==> src/rtl/otp_scan_pkg.sv <==
package otp_scan_pkg;

    typedef enum logic [1:0] {
        SCAN_BOOT = 2'd0,
        SCAN_WAIT = 2'd1,
        SCAN_DONE = 2'd2
    } scan_state_e;

    localparam int HDR_SIZE_LSB = 8;
    localparam int HDR_SIZE_W   = 8;

endpackage

==> src/rtl/otp_dir_store.sv <==
module otp_dir_store #(
    parameter int DIR_DEPTH = 64,
    parameter int ADDR_W    = 12,
    localparam int ID_W     = (DIR_DEPTH > 1) ? $clog2(DIR_DEPTH) : 1
) (
    input  logic              clk,
    input  logic              wr_en,
    input  logic [ID_W-1:0]   wr_idx,
    input  logic [ADDR_W-1:0] wr_data,
    input  logic [ID_W-1:0]   rd_idx,
    output logic [ADDR_W-1:0] rd_data
);

    logic [DIR_DEPTH*ADDR_W-1:0] slots_flat;

    for (genvar g = 0; g < DIR_DEPTH; g++) begin : g_slot
        logic [ADDR_W-1:0] slot_d;
        logic [ADDR_W-1:0] slot_q;

        always_comb begin
            slot_d = slot_q;
            if (wr_en && (32'(wr_idx) == g)) begin
                slot_d = wr_data;
            end
        end

        always_ff @(posedge clk) begin
            slot_q <= slot_d;
        end

        assign slots_flat[g*ADDR_W +: ADDR_W] = slot_q;
    end

    assign rd_data = slots_flat[32'(rd_idx)*ADDR_W +: ADDR_W];

endmodule

==> src/rtl/otp_scan_fsm.sv <==
module otp_scan_fsm
    import otp_scan_pkg::*;
#(
    parameter int DIR_DEPTH   = 64,
    parameter int ADDR_W      = 12,
    parameter int LIMIT_BYTES = 11264,
    localparam int ID_W       = (DIR_DEPTH > 1) ? $clog2(DIR_DEPTH) : 1,
    localparam int CNT_W      = $clog2(DIR_DEPTH + 1),
    localparam int TOTAL_W    = $clog2(LIMIT_BYTES + 1025)
) (
    input  logic                    clk,
    input  logic                    rst_n,
    output logic                    mem_req,
    output logic [ADDR_W-1:0]       mem_addr,
    input  logic                    mem_ack,
    input  logic [HDR_SIZE_W-1:0]   hdr_size,
    output logic                    wr_en,
    output logic [ID_W-1:0]         wr_idx,
    output logic [ADDR_W-1:0]       wr_data,
    output logic                    done,
    output logic                    overflow,
    output logic [CNT_W-1:0]        count,
    output logic [TOTAL_W-1:0]      total
);

    localparam logic [TOTAL_W-1:0] LIMIT_T = TOTAL_W'(LIMIT_BYTES);
    localparam logic [CNT_W-1:0]   FULL_C  = CNT_W'(DIR_DEPTH);

    typedef struct packed {
        scan_state_e        state;
        logic [ADDR_W-1:0]  pos;
        logic [CNT_W-1:0]   count;
        logic [TOTAL_W-1:0] total;
        logic               overflow;
    } scan_regs_t;

    scan_regs_t r_d, r_q;
    logic [TOTAL_W-1:0] pkt_bytes;
    logic [ADDR_W-1:0]  step_words;

    always_comb begin
        r_d        = r_q;
        wr_en      = 1'b0;
        wr_idx     = r_q.count[ID_W-1:0];
        wr_data    = r_q.pos;
        pkt_bytes  = TOTAL_W'(({3'b000, hdr_size} + 11'd1) << 2);
        step_words = ADDR_W'({1'b0, hdr_size} + 9'd2);

        unique case (r_q.state)
            SCAN_BOOT: r_d.state = SCAN_WAIT;
            SCAN_WAIT: begin
                if (mem_ack) begin
                    if (hdr_size == '0) begin
                        r_d.state = SCAN_DONE;
                    end else if (r_q.count == FULL_C) begin
                        r_d.overflow = 1'b1;
                        r_d.state    = SCAN_DONE;
                    end else begin
                        wr_en     = 1'b1;
                        r_d.count = r_q.count + CNT_W'(1);
                        r_d.total = r_q.total + pkt_bytes;
                        r_d.pos   = r_q.pos + step_words;
                        if (r_d.total >= LIMIT_T) begin
                            r_d.state = SCAN_DONE;
                        end
                    end
                end
            end
            default: r_d.state = SCAN_DONE;
        endcase
    end

    always_ff @(posedge clk) begin
        if (!rst_n) begin
            r_q <= '{state: SCAN_BOOT, pos: '0, count: '0, total: '0, overflow: 1'b0};
        end else begin
            r_q <= r_d;
        end
    end

    assign mem_req  = (r_q.state == SCAN_WAIT);
    assign mem_addr = r_q.pos;
    assign done     = (r_q.state == SCAN_DONE);
    assign overflow = r_q.overflow;
    assign count    = r_q.count;
    assign total    = r_q.total;

    // a pending request keeps its address until acknowledged
    assert_req_held_R9: assert property (@(posedge clk) disable iff (!rst_n)
        (mem_req && !mem_ack) |=> (mem_req && $stable(mem_addr)));

    // no header traffic after the scan has finished
    assert_quiet_after_done_R9: assert property (@(posedge clk) disable iff (!rst_n)
        done |-> !mem_req);

    // the directory count never passes its depth
    assert_no_overflow_R8: assert property (@(posedge clk) disable iff (!rst_n)
        count <= FULL_C);

    // the overflow flag only appears together with the end of the scan
    assert_overflow_ends_R8: assert property (@(posedge clk) disable iff (!rst_n)
        $rose(overflow) |-> done);

    // an empty header finishes the scan and leaves count and total alone
    assert_empty_stop_R4: assert property (@(posedge clk) disable iff (!rst_n)
        (mem_ack && mem_req && hdr_size == '0) |=> (done && $stable(count) && $stable(total)));

    // once finished the scan stays finished with frozen results
    assert_done_sticky_R1: assert property (@(posedge clk) disable iff (!rst_n)
        done |=> (done && $stable(count) && $stable(total)));

endmodule

==> src/rtl/otp_dir_lookup.sv <==
module otp_dir_lookup #(
    parameter int DIR_DEPTH = 64,
    parameter int ADDR_W    = 12,
    localparam int ID_W     = (DIR_DEPTH > 1) ? $clog2(DIR_DEPTH) : 1,
    localparam int CNT_W    = $clog2(DIR_DEPTH + 1)
) (
    input  logic              clk,
    input  logic              rst_n,
    input  logic              done_i,
    input  logic [CNT_W-1:0]  count_i,
    input  logic [ID_W:0]     id_i,
    output logic [ID_W-1:0]   rd_idx_o,
    input  logic [ADDR_W-1:0] rd_data_i,
    output logic              valid_o,
    output logic [ADDR_W-1:0] offset_o
);

    typedef struct packed {
        logic              valid;
        logic [ADDR_W-1:0] offset;
    } lk_regs_t;

    lk_regs_t l_d, l_q;

    always_comb begin
        rd_idx_o   = id_i[ID_W-1:0];
        l_d.valid  = done_i && (32'(id_i) < 32'(count_i));
        l_d.offset = l_d.valid ? rd_data_i : '0;
    end

    always_ff @(posedge clk) begin
        if (!rst_n) begin
            l_q <= '0;
        end else begin
            l_q <= l_d;
        end
    end

    assign valid_o  = l_q.valid;
    assign offset_o = l_q.offset;

    // nothing is valid while the scan is still running
    assert_early_invalid_R7: assert property (@(posedge clk) disable iff (!rst_n)
        !done_i |=> !valid_o);

    // an ID at or beyond the packet count is rejected
    assert_reject_range_R6: assert property (@(posedge clk) disable iff (!rst_n)
        (32'(id_i) >= 32'(count_i)) |=> !valid_o);

endmodule

==> src/rtl/otp_packet_scanner.sv <==
module otp_packet_scanner
    import otp_scan_pkg::*;
#(
    parameter int DIR_DEPTH   = 64,
    parameter int ADDR_W      = 12,
    parameter int LIMIT_BYTES = 11264,
    localparam int ID_W       = (DIR_DEPTH > 1) ? $clog2(DIR_DEPTH) : 1,
    localparam int CNT_W      = $clog2(DIR_DEPTH + 1),
    localparam int TOTAL_W    = $clog2(LIMIT_BYTES + 1025)
) (
    input  logic               clk,
    input  logic               rst_n,
    output logic               mem_req,
    output logic [ADDR_W-1:0]  mem_addr,
    input  logic               mem_ack,
    input  logic [31:0]        mem_rdata,
    input  logic [ID_W:0]      lookup_id,
    output logic               lookup_valid,
    output logic [ADDR_W-1:0]  lookup_offset,
    output logic               scan_done,
    output logic               dir_overflow,
    output logic [CNT_W-1:0]   packet_count,
    output logic [TOTAL_W-1:0] total_bytes
);

    logic              wr_en;
    logic [ID_W-1:0]   wr_idx;
    logic [ADDR_W-1:0] wr_data;
    logic [ID_W-1:0]   rd_idx;
    logic [ADDR_W-1:0] rd_data;
    logic              unused_hdr_bits;

    assign unused_hdr_bits = ^{mem_rdata[31:HDR_SIZE_LSB+HDR_SIZE_W], mem_rdata[HDR_SIZE_LSB-1:0]};

    otp_scan_fsm #(
        .DIR_DEPTH  (DIR_DEPTH),
        .ADDR_W     (ADDR_W),
        .LIMIT_BYTES(LIMIT_BYTES)
    ) fsm_i (
        .clk     (clk),
        .rst_n   (rst_n),
        .mem_req (mem_req),
        .mem_addr(mem_addr),
        .mem_ack (mem_ack),
        .hdr_size(mem_rdata[HDR_SIZE_LSB +: HDR_SIZE_W]),
        .wr_en   (wr_en),
        .wr_idx  (wr_idx),
        .wr_data (wr_data),
        .done    (scan_done),
        .overflow(dir_overflow),
        .count   (packet_count),
        .total   (total_bytes)
    );

    otp_dir_store #(
        .DIR_DEPTH(DIR_DEPTH),
        .ADDR_W   (ADDR_W)
    ) store_i (
        .clk    (clk),
        .wr_en  (wr_en),
        .wr_idx (wr_idx),
        .wr_data(wr_data),
        .rd_idx (rd_idx),
        .rd_data(rd_data)
    );

    otp_dir_lookup #(
        .DIR_DEPTH(DIR_DEPTH),
        .ADDR_W   (ADDR_W)
    ) lookup_i (
        .clk      (clk),
        .rst_n    (rst_n),
        .done_i   (scan_done),
        .count_i  (packet_count),
        .id_i     (lookup_id),
        .rd_idx_o (rd_idx),
        .rd_data_i(rd_data),
        .valid_o  (lookup_valid),
        .offset_o (lookup_offset)
    );

endmodule

==> config.mk <==
export PLATFORM = sky130hd
export DESIGN_NAME = otp_packet_scanner
export DESIGN_NICKNAME = d
export VERILOG_FILES = /design/src/rtl/otp_scan_pkg.sv /design/src/rtl/otp_dir_store.sv /design/src/rtl/otp_scan_fsm.sv /design/src/rtl/otp_dir_lookup.sv /design/src/rtl/otp_packet_scanner.sv
export SDC_FILE = /design/constraint.sdc
export NUM_CORES = 1
export LEC_CHECK = 0
export BUFFER_PORTS_ARGS = -buffer_cell sky130_fd_sc_hd__buf_2
export CAP_MARGIN = 20
export CORE_ASPECT_RATIO = 0.5
export CORE_MARGIN = 2
export CORE_UTILIZATION = 55
export DETAILED_ROUTE_END_ITERATION = 10
export PLACE_DENSITY = 0.75
export SYNTH_ARGS = -nofsm -noshare
export SYNTH_HDL_FRONTEND = slang
export SYNTH_HIERARCHICAL = 1
export SYNTH_SLANG_ARGS = --single-unit
==> constraint.sdc <==
create_clock -name clk -period 10.8 [get_ports clk]
set_clock_uncertainty 0.2 [all_clocks]
set_input_delay 1.62 -clock clk [delete_from_list [all_inputs] [get_ports clk]]
set_output_delay 1.62 -clock clk [all_outputs]
set_load 0.1 [all_outputs]
==> impl_metrics.tcl <==
set metrics [dict create \
    die_area_mm2 0.0625 \
    cts_hold_buf 0 \
    power_density_mw_per_mm2 175 \
    cts_root_buffer "clkbuf_16" \
    track_usage_pct 24.1 \
    grt_pass1_wl_um 109000 \
    cts-htree-levels 3 \
    fillers 4025 \
    synth_top_area_cell "edfxtp_1" \
    async_flop_share_pct 0 \
    synth_area_leaders "edfxtp_1 69%, mux4_2 12%, dfxtp_1 2.8%, mux2i_1 2.3%, buf_4 1.7%" \
    fmax_mhz 190 \
    die_w_um 352 \
    setup_viol 0 \
    slew_headroom_pct 28.5 \
    worstSetupEndpointType "flop" \
    maxCapViolCount 0 \
    netlist.area_leader.share_pct 69.4 \
    synth_cell_types 67 \
    vias 17200 \
    synth-seq-area-share_pct 72.2 \
    rsz0062_at_grt "false" \
    ios 91 \
    clk_pin_slew_ps 60 \
    crit_fanout 30 \
    vdd_drop_max_mv 0.117 \
    drc 0 \
    setup_tns_ps 0 \
    slew_violations 0 \
    wl_um 74200 \
    netlist_area_mm2 0.0332 \
    antenna_found_initial 0 \
    yosysMostFrequentCell "edfxtp_1" \
    core_mm2 0.0595 \
    grt_overflow 0 \
    dp_hpwl_um 43400 \
    cp.arrival_ps 5370 \
    ant_nets 0 \
    port_buffers 64 \
    cp.required_ps 10890 \
    cts_tree "done" \
    vias_per_cell 6.30 \
    postSynthCellCount 1782 \
    holdWs_ps 265 \
    hp-class "reg -> reg" \
    wl_per_cell_um 27.2 \
    synth_ff_type "edfxtp_1" \
    crit_path_max_incr_delay_ps 820 \
    grt_start_max_net_pins 118 \
    diodes 0 \
    initial_utilization_pct 55.9 \
    worst_pin_slew_ps 1070 \
    firstDrtPassIters 5 \
    crit_chain "buf_2, inv_1, ha_1, nor4b_1, a21boi_2, nand3_2, inv_2, nand3b_1, nor2_1, buf_6" \
    cts_resized 0 \
    cts_sinks 815 \
    nets 1941 \
    drive_gt1_share_pct 24.0 \
    startpoint_type "input port" \
    area_delta_synth_final_pct 10.4 \
    finalHoldViolCount 0 \
    multi_input_area_mm2 0.00814 \
    post-route-period-util_pct 48.9 \
    ff_latch_area_mm2 0.0240 \
    globalplace.congestion 0.813 \
    power.leakage_uw 0.0119 \
    rows 63 \
    crit_slowest_cell "nor2_1" \
    clock_latency_ps 580 \
    ctsLongestPathBuffers 3 \
    avgSynthCellArea_um2 18.7 \
    synth_enable_flop_cells 768 \
    min_period_ps 5280 \
    cts_inserted_buffers 71 \
    drtIter0Drc 2187 \
    cp_top_family "simple AND/OR/NAND/NOR gates" \
    cp_num_buf_inv 4 \
    synth_warnings 6 \
    cts_setup_buffers 0 \
    grt_pass1_vias 16500 \
    worstSetupPathType "in -> reg" \
    synth_common_cells "768 x edfxtp_1, 175 x mux4_2, 105 x nand2_1" \
    ys_ff_latch 815 \
    run_status "completed" \
    die_h_um 178 \
]
-- sequential cells by signal (all words and copies together), names as in the netlist --
register / count
fsm_i/overflow: 1
store_i/g_slot.slot_q: 768
lookup_i/offset_o: 12
fsm_i/r_q: 2
fsm_i/count: 7
lookup_i/valid_o: 1
fsm_i/mem_addr: 12
fsm_i/total: 12
-- path summary, 6_finish.rpt --
check	startpoint	to	slack, ps	depth (start not counted)
max	mem_rdata[8]	store_i/g_slot[33].slot_q[1]	5520	10
max reg2reg	fsm_i/count[0]	store_i/g_slot[33].slot_q[1]	5880	9
min	fsm_i/overflow	fsm_i/overflow	260	1
min reg2reg	fsm_i/overflow	fsm_i/overflow	260	1
-- layer usage --
metal  track usage [%]  up-vias  routed length, um
li1                  -     7247                  -
met3              4.53      121               7550
met2              37.1      937              34700
met1              35.9     8854              30400
met5                 0        -                  0
met4              6.02        0               1610
-- power breakdown --
part           internal, uW  leakage, uW  switching, uW
registers              3460      0.00714           11.4
clock network          1480      0.00114           1090
logic                   119      0.00362            270
-- stage by stage --
stage | cells | power, uW | setup WS, ps | util, % | instance area (um^2)
2_1_floorplan | 1783 | 3830 | 6120 | - | 33200
3_3_place_gp | 2564 | 3920 | 4770 | 57.2 | 34000
3_5_place_dp | 2580 | 3930 | 4750 | 57.5 | 34200
4_1_cts | 2706 | 6470 | 5350 | 61.4 | 36500
5_1_grt | 2725 | 6610 | 5250 | 61.7 | 36700
6_report | 2725 | 6430 | 5520 | 61.7 | 36700
-- cell usage in the layout (no fill, tap or decap), drive strengths merged, types with 4 or more instances in the layout --
cell,n
edfxtp,768
mux4,177
buf,149
nand2,105
nor2,95
clkbuf,92
mux2i,75
dfxtp,47
a21oi,43
inv,39
ha,37
a211oi,25
clkinv,23
nor2b,20
o21ai,20
a221oi,19
nand3,17
xnor2,16
xor2,11
and3,11
a22oi,11
o32ai,10
bufinv,9
a32oi,9
o221ai,9
nand4,7
nor3,7
nand3b,6
or3,6
nand2b,5
a21o,4
-- cell type report --
type / instances / share of cell area (%)
Clock buffer: 92 / 5.25
Clock inverter: 34 / 1.12
Inverter: 38 / 0.389
Multi-Input combinational cell: 785 / 22.2
Sequential cell: 815 / 65.4
Tap cell: 812 / 2.77
Timing Repair Buffer: 149 / 2.86
-- kinds of logic (layout without fill, tap and decap cells) --
logic type / count (synthesis) / count (layout) / share of synthesized area, %
DFF: 815 / 815 / 72.2
and+or+nand+nor: 291 / 291 / 3.99
muxes: 252 / 252 / 14.3
buffers and inverters: 183 / 313 / 3.33
AOI/OAI and AO/OA: 174 / 174 / 3.97
adders and majority gates: 39 / 39 / 1.51
xor gates and xnor gates: 27 / 27 / 0.711
other: 1 / 2 / 0.0113
No activity file was read; power rests on OpenSTA's default activity.
